--- config.mk ---
export PLATFORM = sky130hd
export DESIGN_NAME = spi_shift_engine
export DESIGN_NICKNAME = d
export VERILOG_FILES = /design/src/rtl/spi_se_pkg.sv /design/src/rtl/spi_se_cfg.sv /design/src/rtl/spi_se_baud.sv /design/src/rtl/spi_se_shifter.sv /design/src/rtl/spi_shift_engine.sv
export SDC_FILE = /design/constraint.sdc
export NUM_CORES = 1
export LEC_CHECK = 0
export BUFFER_PORTS_ARGS = -buffer_cell sky130_fd_sc_hd__buf_2
export CAP_MARGIN = 20
export CORE_MARGIN = 8
export CORE_UTILIZATION = 62
export DETAILED_ROUTE_END_ITERATION = 8
export PLACE_DENSITY_LB_ADDON = 0.3
export SYNTH_ARGS = -nofsm -noshare
export SYNTH_HDL_FRONTEND = slang
export SYNTH_SLANG_ARGS = --single-unit
--- constraint.sdc ---
create_clock -name clk -period 7.6 [get_ports clk]
set_input_delay 0.76 -clock clk [delete_from_list [all_inputs] [get_ports clk]]
set_output_delay 0.76 -clock clk [all_outputs]
set_load 0.02 [all_outputs]
--- src/rtl/spi_se_pkg.sv ---
package spi_se_pkg;

    typedef enum logic [1:0] {
        ST_IDLE   = 2'd0,
        ST_SHIFT  = 2'd1,
        ST_FINISH = 2'd2
    } se_state_e;

    // Supported lengths minus one: 1..7, 15, 31 (bounded by the data path)
    function automatic logic wlen_legal(input logic [7:0] m1, input int unsigned dw);
        return (((m1 >= 8'd1) && (m1 <= 8'd7)) || (m1 == 8'd15) || (m1 == 8'd31))
               && (32'(m1) < dw);
    endfunction

endpackage

--- src/rtl/spi_se_cfg.sv ---
module spi_se_cfg
    import spi_se_pkg::*;
#(
    parameter int DW  = 32,
    parameter int BRW = 16,
    parameter int LW  = 5
) (
    input  logic           clk,
    input  logic           rst_n,
    input  logic           lock,
    input  logic           wr,
    input  logic [BRW-1:0] w_brt,
    input  logic [LW-1:0]  w_wlen_m1,
    input  logic           w_sclk_hi,
    input  logic           w_lead_smp,
    input  logic           w_msb_first,
    input  logic           w_loopback,
    output logic [BRW-1:0] brt,
    output logic [LW-1:0]  wlen_m1,
    output logic           sclk_hi,
    output logic           lead_smp,
    output logic           msb_first,
    output logic           loopback
);
    localparam logic [LW-1:0] DEF_WLEN = LW'(7);

    logic accept;
    assign accept = wr && !lock;

    always_ff @(posedge clk or negedge rst_n) begin
        if (!rst_n) begin
            brt       <= '0;
            wlen_m1   <= DEF_WLEN;
            sclk_hi   <= 1'b0;
            lead_smp  <= 1'b1;
            msb_first <= 1'b1;
            loopback  <= 1'b0;
        end else if (accept) begin
            brt       <= w_brt;
            sclk_hi   <= w_sclk_hi;
            lead_smp  <= w_lead_smp;
            msb_first <= w_msb_first;
            loopback  <= w_loopback;
            if (wlen_legal(8'(w_wlen_m1), DW)) begin
                wlen_m1 <= w_wlen_m1;
            end
        end
    end

    // fields hold while locked
    a_r7_locked_hold: assert property (@(posedge clk) disable iff (!rst_n)
        lock |=> $stable({brt, wlen_m1, sclk_hi, lead_smp, msb_first, loopback}));

    // stored length is always a supported one
    a_r2_legal_len: assert property (@(posedge clk) disable iff (!rst_n)
        wr |=> wlen_legal(8'(wlen_m1), DW));

endmodule

--- src/rtl/spi_se_baud.sv ---
module spi_se_baud #(
    parameter int BRW = 16
) (
    input  logic           clk,
    input  logic           rst_n,
    input  logic           run,
    input  logic [BRW-1:0] reload,
    output logic           tick
);
    logic [BRW-1:0] cnt;

    always_ff @(posedge clk or negedge rst_n) begin
        if (!rst_n) begin
            cnt <= '0;
        end else if (!run || (cnt == '0)) begin
            cnt <= reload;
        end else begin
            cnt <= cnt - 1'b1;
        end
    end

    assign tick = run && (cnt == '0);

    // no back-to-back ticks unless the reload is zero
    a_r1_tick_gap: assert property (@(posedge clk) disable iff (!rst_n)
        (tick && (reload != '0)) |=> !tick);

endmodule

--- src/rtl/spi_se_shifter.sv ---
module spi_se_shifter #(
    parameter int DW = 32,
    parameter int LW = 5
) (
    input  logic          clk,
    input  logic          rst_n,
    input  logic          load,
    input  logic [DW-1:0] load_word,
    input  logic          load_txoff,
    input  logic [LW-1:0] wlen_m1,
    input  logic          msb_first,
    input  logic          lead_smp,
    input  logic          idle_lvl,
    input  logic          lead,
    input  logic          trail,
    input  logic [LW-1:0] bit_k,
    input  logic          park,
    input  logic          sin,
    output logic          sout,
    output logic [DW-1:0] rx_word
);
    logic [DW-1:0] tx_w;
    logic [DW-1:0] rx_w;
    logic          mosi_q;
    logic          off_q;
    logic [LW-1:0] bit_k1;

    assign bit_k1 = bit_k + 1'b1;

    function automatic logic [LW-1:0] pos(input logic [LW-1:0] i);
        return msb_first ? (wlen_m1 - i) : i;
    endfunction

    always_ff @(posedge clk or negedge rst_n) begin
        if (!rst_n) begin
            tx_w   <= '0;
            rx_w   <= '0;
            mosi_q <= 1'b0;
            off_q  <= 1'b0;
        end else if (load) begin
            tx_w   <= load_word;
            rx_w   <= '0;
            off_q  <= load_txoff;
            mosi_q <= (lead_smp && !load_txoff) ? load_word[pos('0)] : idle_lvl;
        end else if (park) begin
            mosi_q <= idle_lvl;
        end else begin
            if (lead_smp ? lead : trail) begin
                rx_w[pos(bit_k)] <= sin;
            end
            if (lead_smp && trail && (bit_k != wlen_m1)) begin
                mosi_q <= off_q ? idle_lvl : tx_w[pos(bit_k1)];
            end
            if (!lead_smp && lead) begin
                mosi_q <= off_q ? idle_lvl : tx_w[pos(bit_k)];
            end
        end
    end

    assign sout    = mosi_q;
    assign rx_word = rx_w;

    // transmitter off keeps the data line at the idle level
    a_r8_txoff_idle: assert property (@(posedge clk) disable iff (!rst_n)
        (off_q && !load) |=> (sout == $past(idle_lvl)));

endmodule

--- src/rtl/spi_shift_engine.sv ---
module spi_shift_engine
    import spi_se_pkg::*;
#(
    parameter int DW  = 32,
    parameter int BRW = 16,
    parameter int LW  = 5
) (
    input  logic           clk,
    input  logic           rst_n,
    input  logic           en,
    input  logic           cfg_wr,
    input  logic [BRW-1:0] cfg_brt,
    input  logic [LW-1:0]  cfg_wlen_m1,
    input  logic           cfg_sclk_hi,
    input  logic           cfg_lead_smp,
    input  logic           cfg_msb_first,
    input  logic           cfg_loopback,
    input  logic           tx_off,
    input  logic           rx_off,
    input  logic           txf_empty,
    input  logic [DW-1:0]  txf_data,
    output logic           txf_pop,
    output logic           rxf_push,
    output logic [DW-1:0]  rxf_data,
    output logic           sclk,
    output logic           mosi,
    input  logic           miso,
    output logic           busy,
    output logic           tx_irq
);
    localparam int HW = LW + 1;

    se_state_e      state, nxt;
    logic [BRW-1:0] brt_q;
    logic [LW-1:0]  wlen_q;
    logic           pol_q, lsmp_q, msb_q, loop_q;
    logic           tick, run, park, start, last;
    logic           lead, trail;
    logic [HW-1:0]  hcnt;
    logic [LW-1:0]  bit_k;
    logic           sclk_q, rxoff_q, popped_q;
    logic           sin;

    assign start = en && !(tx_off && rx_off) && !txf_empty;
    assign bit_k = hcnt[HW-1:1];
    assign lead  = tick && !hcnt[0];
    assign trail = tick && hcnt[0];
    assign last  = trail && (bit_k == wlen_q);
    assign sin   = loop_q ? mosi : miso;

    spi_se_cfg #(.DW(DW), .BRW(BRW), .LW(LW)) u_cfg (
        .clk(clk), .rst_n(rst_n),
        .lock(en || (state != ST_IDLE)), .wr(cfg_wr),
        .w_brt(cfg_brt), .w_wlen_m1(cfg_wlen_m1), .w_sclk_hi(cfg_sclk_hi),
        .w_lead_smp(cfg_lead_smp), .w_msb_first(cfg_msb_first), .w_loopback(cfg_loopback),
        .brt(brt_q), .wlen_m1(wlen_q), .sclk_hi(pol_q),
        .lead_smp(lsmp_q), .msb_first(msb_q), .loopback(loop_q)
    );

    spi_se_baud #(.BRW(BRW)) u_baud (
        .clk(clk), .rst_n(rst_n), .run(run), .reload(brt_q), .tick(tick)
    );

    spi_se_shifter #(.DW(DW), .LW(LW)) u_shift (
        .clk(clk), .rst_n(rst_n),
        .load(txf_pop), .load_word(txf_data), .load_txoff(tx_off),
        .wlen_m1(wlen_q), .msb_first(msb_q), .lead_smp(lsmp_q), .idle_lvl(pol_q),
        .lead(lead), .trail(trail), .bit_k(bit_k), .park(park),
        .sin(sin), .sout(mosi), .rx_word(rxf_data)
    );

    // state register
    always_ff @(posedge clk or negedge rst_n) begin
        if (!rst_n) state <= ST_IDLE;
        else        state <= nxt;
    end

    always_comb begin
        nxt = state;
        unique case (state)
            ST_IDLE:   nxt = start ? ST_SHIFT : ST_IDLE;
            ST_SHIFT:  nxt = last ? ST_FINISH : ST_SHIFT;
            ST_FINISH: nxt = ST_IDLE;
            default:   nxt = ST_IDLE;
        endcase
    end

    always_ff @(posedge clk or negedge rst_n) begin
        if (!rst_n) begin
            hcnt     <= '0;
            sclk_q   <= 1'b0;
            rxoff_q  <= 1'b0;
            popped_q <= 1'b0;
        end else begin
            popped_q <= txf_pop;
            if (txf_pop) rxoff_q <= rx_off;
            if (state != ST_SHIFT) begin
                hcnt   <= '0;
                sclk_q <= pol_q;
            end else if (tick) begin
                hcnt   <= hcnt + 1'b1;
                sclk_q <= ~sclk_q;
            end
        end
    end

    // outputs
    always_comb begin
        txf_pop  = (state == ST_IDLE) && start;
        run      = (state == ST_SHIFT);
        park     = (state != ST_SHIFT);
        rxf_push = (state == ST_FINISH) && !rxoff_q;
        busy     = (state != ST_IDLE) || start;
        tx_irq   = popped_q && txf_empty;
    end

    assign sclk = sclk_q;

    // clock back at rest level once the word is done
    a_r3_sclk_rest: assert property (@(posedge clk) disable iff (!rst_n)
        (state == ST_FINISH) |-> (sclk == pol_q));

    // both directions off never pops
    a_r10_off_no_pop: assert property (@(posedge clk) disable iff (!rst_n)
        (tx_off && rx_off) |-> !txf_pop);

    // interrupt only right after a pop
    a_r11_irq_after_pop: assert property (@(posedge clk) disable iff (!rst_n)
        tx_irq |-> $past(txf_pop));

    // last word still shifting when the drain interrupt fires
    a_r12_irq_busy: assert property (@(posedge clk) disable iff (!rst_n)
        tx_irq |-> busy);

    // at most one push per word
    a_r13_single_push: assert property (@(posedge clk) disable iff (!rst_n)
        rxf_push |=> !rxf_push);

endmodule

==> Implementation_results.wiki <==
{| class="wikitable"
! Metric !! Value
|-
| Final core utilization || 74.58%
|-
| Worst hold margin || 167.4 ps
|-
| Dominant synthesized flop cell || dfrtp_1
|-
| Clock Power Share || 49.0%
|-
| Origin of the critical flop-to-flop path || u_baud.cnt[0]
|-
| Number of warnings printed during yosys synthesis || 0
|-
| List of cells traversed by the critical path || nor2_1 > nand2_2 > buf_4 > clkinv_1 > buf_2
|-
| Initial detailed-routing violation count || approximately 530
|-
| Detail-routed net length per standard cell || 17.47 um
|-
| DIE HEIGHT || 119.0 um
|-
| Area occupied by multi-input gates || 3392 um2
|-
| Worst-case headroom to the max-slew limit || between 20 and 30%
|-
| Global-route wire length before repair || 27.52 mm
|-
| Fillers || roughly 770
|-
| Buffer levels on the longest clock path || 2
|-
| Standard cell with the maximum stage delay on the critical path || clkinv_1
|-
| Aggregate global-route resource usage || 23.88%
|-
| Startpoint class of the critical path || register
|-
| Sequential Power Share || 45.8%
|-
| Sequential share of the synthesized area || 44.98%
|-
| Clock edge transition at the registers on the reported setup and hold paths || 60 ps
|-
| Required time of the worst setup path || between 6000 and 7000 ps
|-
| Number of detailed-routing iterations run before antenna repair || 5
|-
| Hold-fix buffer count after cts || 0
|-
| FF/Latch Area || 2959 um2
|-
| Synth Cell Area || between 6000 and 7000 um2
|-
| Worst Path Max Fanout || 73
|-
| Insertion delay to the later sink of the worst-skew pair || ~530 ps
|-
| Average size of a mapped cell || ~9.5 um2
|-
| Area inside the core boundary || 10320 um2
|-
| Clock buffer count from CTS || 17
|-
| Number of cells traversed by the worst register-to-register path || 9
|-
| Horizontal die dimension || 119.0 um
|-
| Post-DRT Antenna Nets || 0
|-
| Layout Area Growth over Synthesis || 17.04%
|-
| # rows || 37
|-
| Setup TNS Final || 0 ps
|-
| Initial antenna violation count || 0
|-
| Via density per instance || between 5 and 6
|-
| Total half-perimeter wirelength after legalization and detailed placement || between 10 and 15 mm
|-
| Total placed instance area || 7136 um2
|-
| Finished Cell Area || 7700 um2
|-
| Final critical path time including I/O delays and setup || 3811 ps
|-
| Worst setup path class || register to output port
|-
| EDFF count, synth || 0
|-
| Final number of setup-violating endpoints || 0
|-
| Highest clock rate || 0.2624 GHz
|-
| Commonest non-fill, non-tap cell in the layout || nand2_1
|-
| Total of cells resized after clock tree synthesis || 0
|-
| Static Leakage || 4.008 nW
|-
| Largest stage delay on the critical path || approximately 990 ps
|-
| Total Routed Length || 16.23 mm
|-
| H-tree level count || 4
|-
| Starting density of the core || 63.73%
|-
| Total nets after synthesis || 769
|-
| Proportion of register bits with asynchronous set or reset after synthesis || 100.0%
|-
| Critical Path End Type || output port
|-
| Count of maximum capacitance violations || 0
|-
| Number of setup buffers added after CTS || 0
|-
| Post-synth cell types || 61
|-
| Fraction of final layout cells sized beyond drive strength 1 || 24.84%
|-
| IO Pins || 103
|-
| Number of nets in the finished design || about 860
|-
| Final standard cell count with taps included and fillers excluded || between 900 and 1000
|-
| Final Wtd Congestion || ~0.92
|-
| Final hold vios || 0
|-
| Critical path data arrival time || a little over 3000 ps
|-
| DR DRC count || 0
|-
| Least-Margin Pin Slew || 1076 ps
|-
| Post-synthesis instance total || 691
|-
| Die Area || 14160 um2
|-
| Min-Delay Path Class || input pin to async pin
|-
| Clock tree from TritonCTS || done
|-
| Comb pwr share || 5.2%
|-
| Number of pins with negative max-slew slack in the final report || 0
|-
| Flop and latch count out of synthesis || between 100 and 150
|-
| Count of placed standard cells including taps || 895
|-
| Clock tree skew after final layout || 9.688 ps
|-
| Cell internal pwr || 0.001078 W
|-
| Most used cells in the layout excluding fill and tap cells || nand2_1 (209), dfrtp_1 (113), buf_2 (101)
|-
| Number of vias in the routed layout || 5465
|-
| Count of input and output buffers || slightly above 100
|-
| Diodes inserted || 0
|-
| RR Endpoint || u_shift.rx_word[2]
|-
| Power per cell area || 182.4 nW/um2
|-
| Setup repair after global routing missed its margin || no
|-
| Switching power || 0.0003261 W
|-
| Clock sink count || 118
|-
| Buffer cell driving the clock tree root || clkbuf_8
|-
| Switching power share of the total || 23.23%
|-
| Number of global-route vias before repair || 5644
|-
| Worst reg2reg setup slack || 4040 ps
|-
| Worst setup path startpoint || state[0]
|-
| Ratio of final minimum period to clock period || 50.15%
|-
| Outcome || finished, final reports clean
|-
| Max IR drop VDD || 0.1712 mV
|-
| Timing endpoint of the critical path || txf_pop
|-
| Largest net degree at the start of global routing || 85
|-
| Remaining Overflow, GRT || 0
|}
state kept, by name (all words and copies together) (netlist names):
register	flops
u_baud.cnt	16
u_cfg.wlen_m1	5
u_shift.off_q	1
hcnt	6
u_cfg.lead_smp	1
u_cfg.msb_first	1
rxoff_q	1
u_shift.sout	1
popped_q	1
u_cfg.sclk_hi	1
u_shift.tx_w	32
sclk	1
u_shift.rx_word	32
u_cfg.brt	16
u_cfg.loopback	1
state	2
cell type report:
type,count,area share [%]
clock buffer,22,5.882
sequential,118,38.43
multi-input combinational,516,44.05
clock inverter,10,0.7312
tap,136,2.210
inverter,19,0.9262
timing repair buffer,108,7.767
layer usage:
metal / share of wire (%) / GRT usage [%] / up-vias
met5: 0 / 0 / -
met4: 2.1 / 10.04 / 0
met3: 7.9 / 6.991 / 37
met2: 49 / 39.23 / 226
met1: 41 / 28.81 / 2659
li1: - / - / 2543
critical path: cells and delay by family (launching register included):
| kind | cells | cell delay, ps |
|---|---|---|
| simple gates | 2 | 140 |
| buf+inv | 3 | 2000 |
| flops | 1 | 370 |
synthesized netlist by cell type, drive strengths merged (2+ instances only):
| cell | n | area share [%] |
|---|---|---|
| nor4 | 3 | 0.51 |
| mux4 | 13 | 4.5 |
| mux2i | 47 | 7.2 |
| xnor2 | 20 | 2.7 |
| nor3 | 6 | 0.46 |
| mux2 | 25 | 4.3 |
| a2111o | 2 | 0.34 |
| a311oi | 3 | 0.40 |
| and3 | 2 | 0.19 |
| nand4 | 9 | 1.2 |
| a22oi | 2 | 0.23 |
| nor2b | 9 | 0.86 |
| o21ai | 29 | 2.2 |
| a21o | 3 | 0.34 |
| buf | 17 | 1.3 |
| fa | 2 | 0.61 |
| o211ai | 2 | 0.23 |
| or3 | 3 | 0.29 |
| a211oi | 10 | 1.1 |
| a31oi | 8 | 0.95 |
| a211o | 2 | 0.27 |
| dfstp | 5 | 2.0 |
| nand2 | 210 | 12 |
| clkbuf | 21 | 1.2 |
| a21oi | 12 | 0.91 |
| inv | 18 | 1.0 |
| a21boi | 2 | 0.29 |
| and2 | 3 | 0.29 |
| or4 | 3 | 0.40 |
| dfrtp | 113 | 43 |
| nand3 | 10 | 0.76 |
| xor2 | 8 | 1.1 |
| ha | 11 | 2.1 |
| nand2b | 8 | 0.76 |
| nor2 | 34 | 2.1 |
power by group through the flow:
stage	Clock (W)	Sequential, W	Combinational [W]
after floorplan	0	0.000664	0.0000154
after global placement	0	0.000653	0.0000700
after detailed placement	0	0.000653	0.0000726
after CTS	0.000698	0.000643	0.0000730
after global routing	0.000725	0.000643	0.0000814
final	0.000688	0.000643	0.0000734
how the worst min path moves through the flow:
stage            startpoint          endpoint  slack (ps)  cells after the start
2_1_floorplan  u_cfg.brt[0]     u_baud.cnt[0]         450                      2
3_3_place_gp   u_cfg.brt[8]     u_baud.cnt[8]         460                      2
3_5_place_dp        rxoff_q           rxoff_q         470                      2
4_1_cts               rst_n  u_shift.tx_w[14]         160                      1
5_1_grt               rst_n  u_shift.tx_w[11]         200                      1
6_report              rst_n  u_shift.tx_w[14]         170                      1
per-stage QoR:
stage	setup WS, ps	power (W)
3_5_place_dp	3772	0.0007259
2_1_floorplan	4393	0.0006793
5_1_grt	3544	0.001450
6_report	3789	0.001404
3_3_place_gp	3819	0.0007230
4_1_cts	3744	0.001414
cell families (layout without fill, tap and decap cells):
logic type / count (synthesis) / after routing / synth area share [%]
buf+inv: 57 / 159 / 3.614
compound gates: 83 / 83 / 8.368
flops: 118 / 118 / 44.98
fa+ha+maj: 13 / 13 / 2.701
xor+xnor: 28 / 28 / 3.728
mux: 85 / 85 / 15.88
simple gates: 307 / 307 / 20.73
Note: power is estimated with default switching activity, not from simulation.
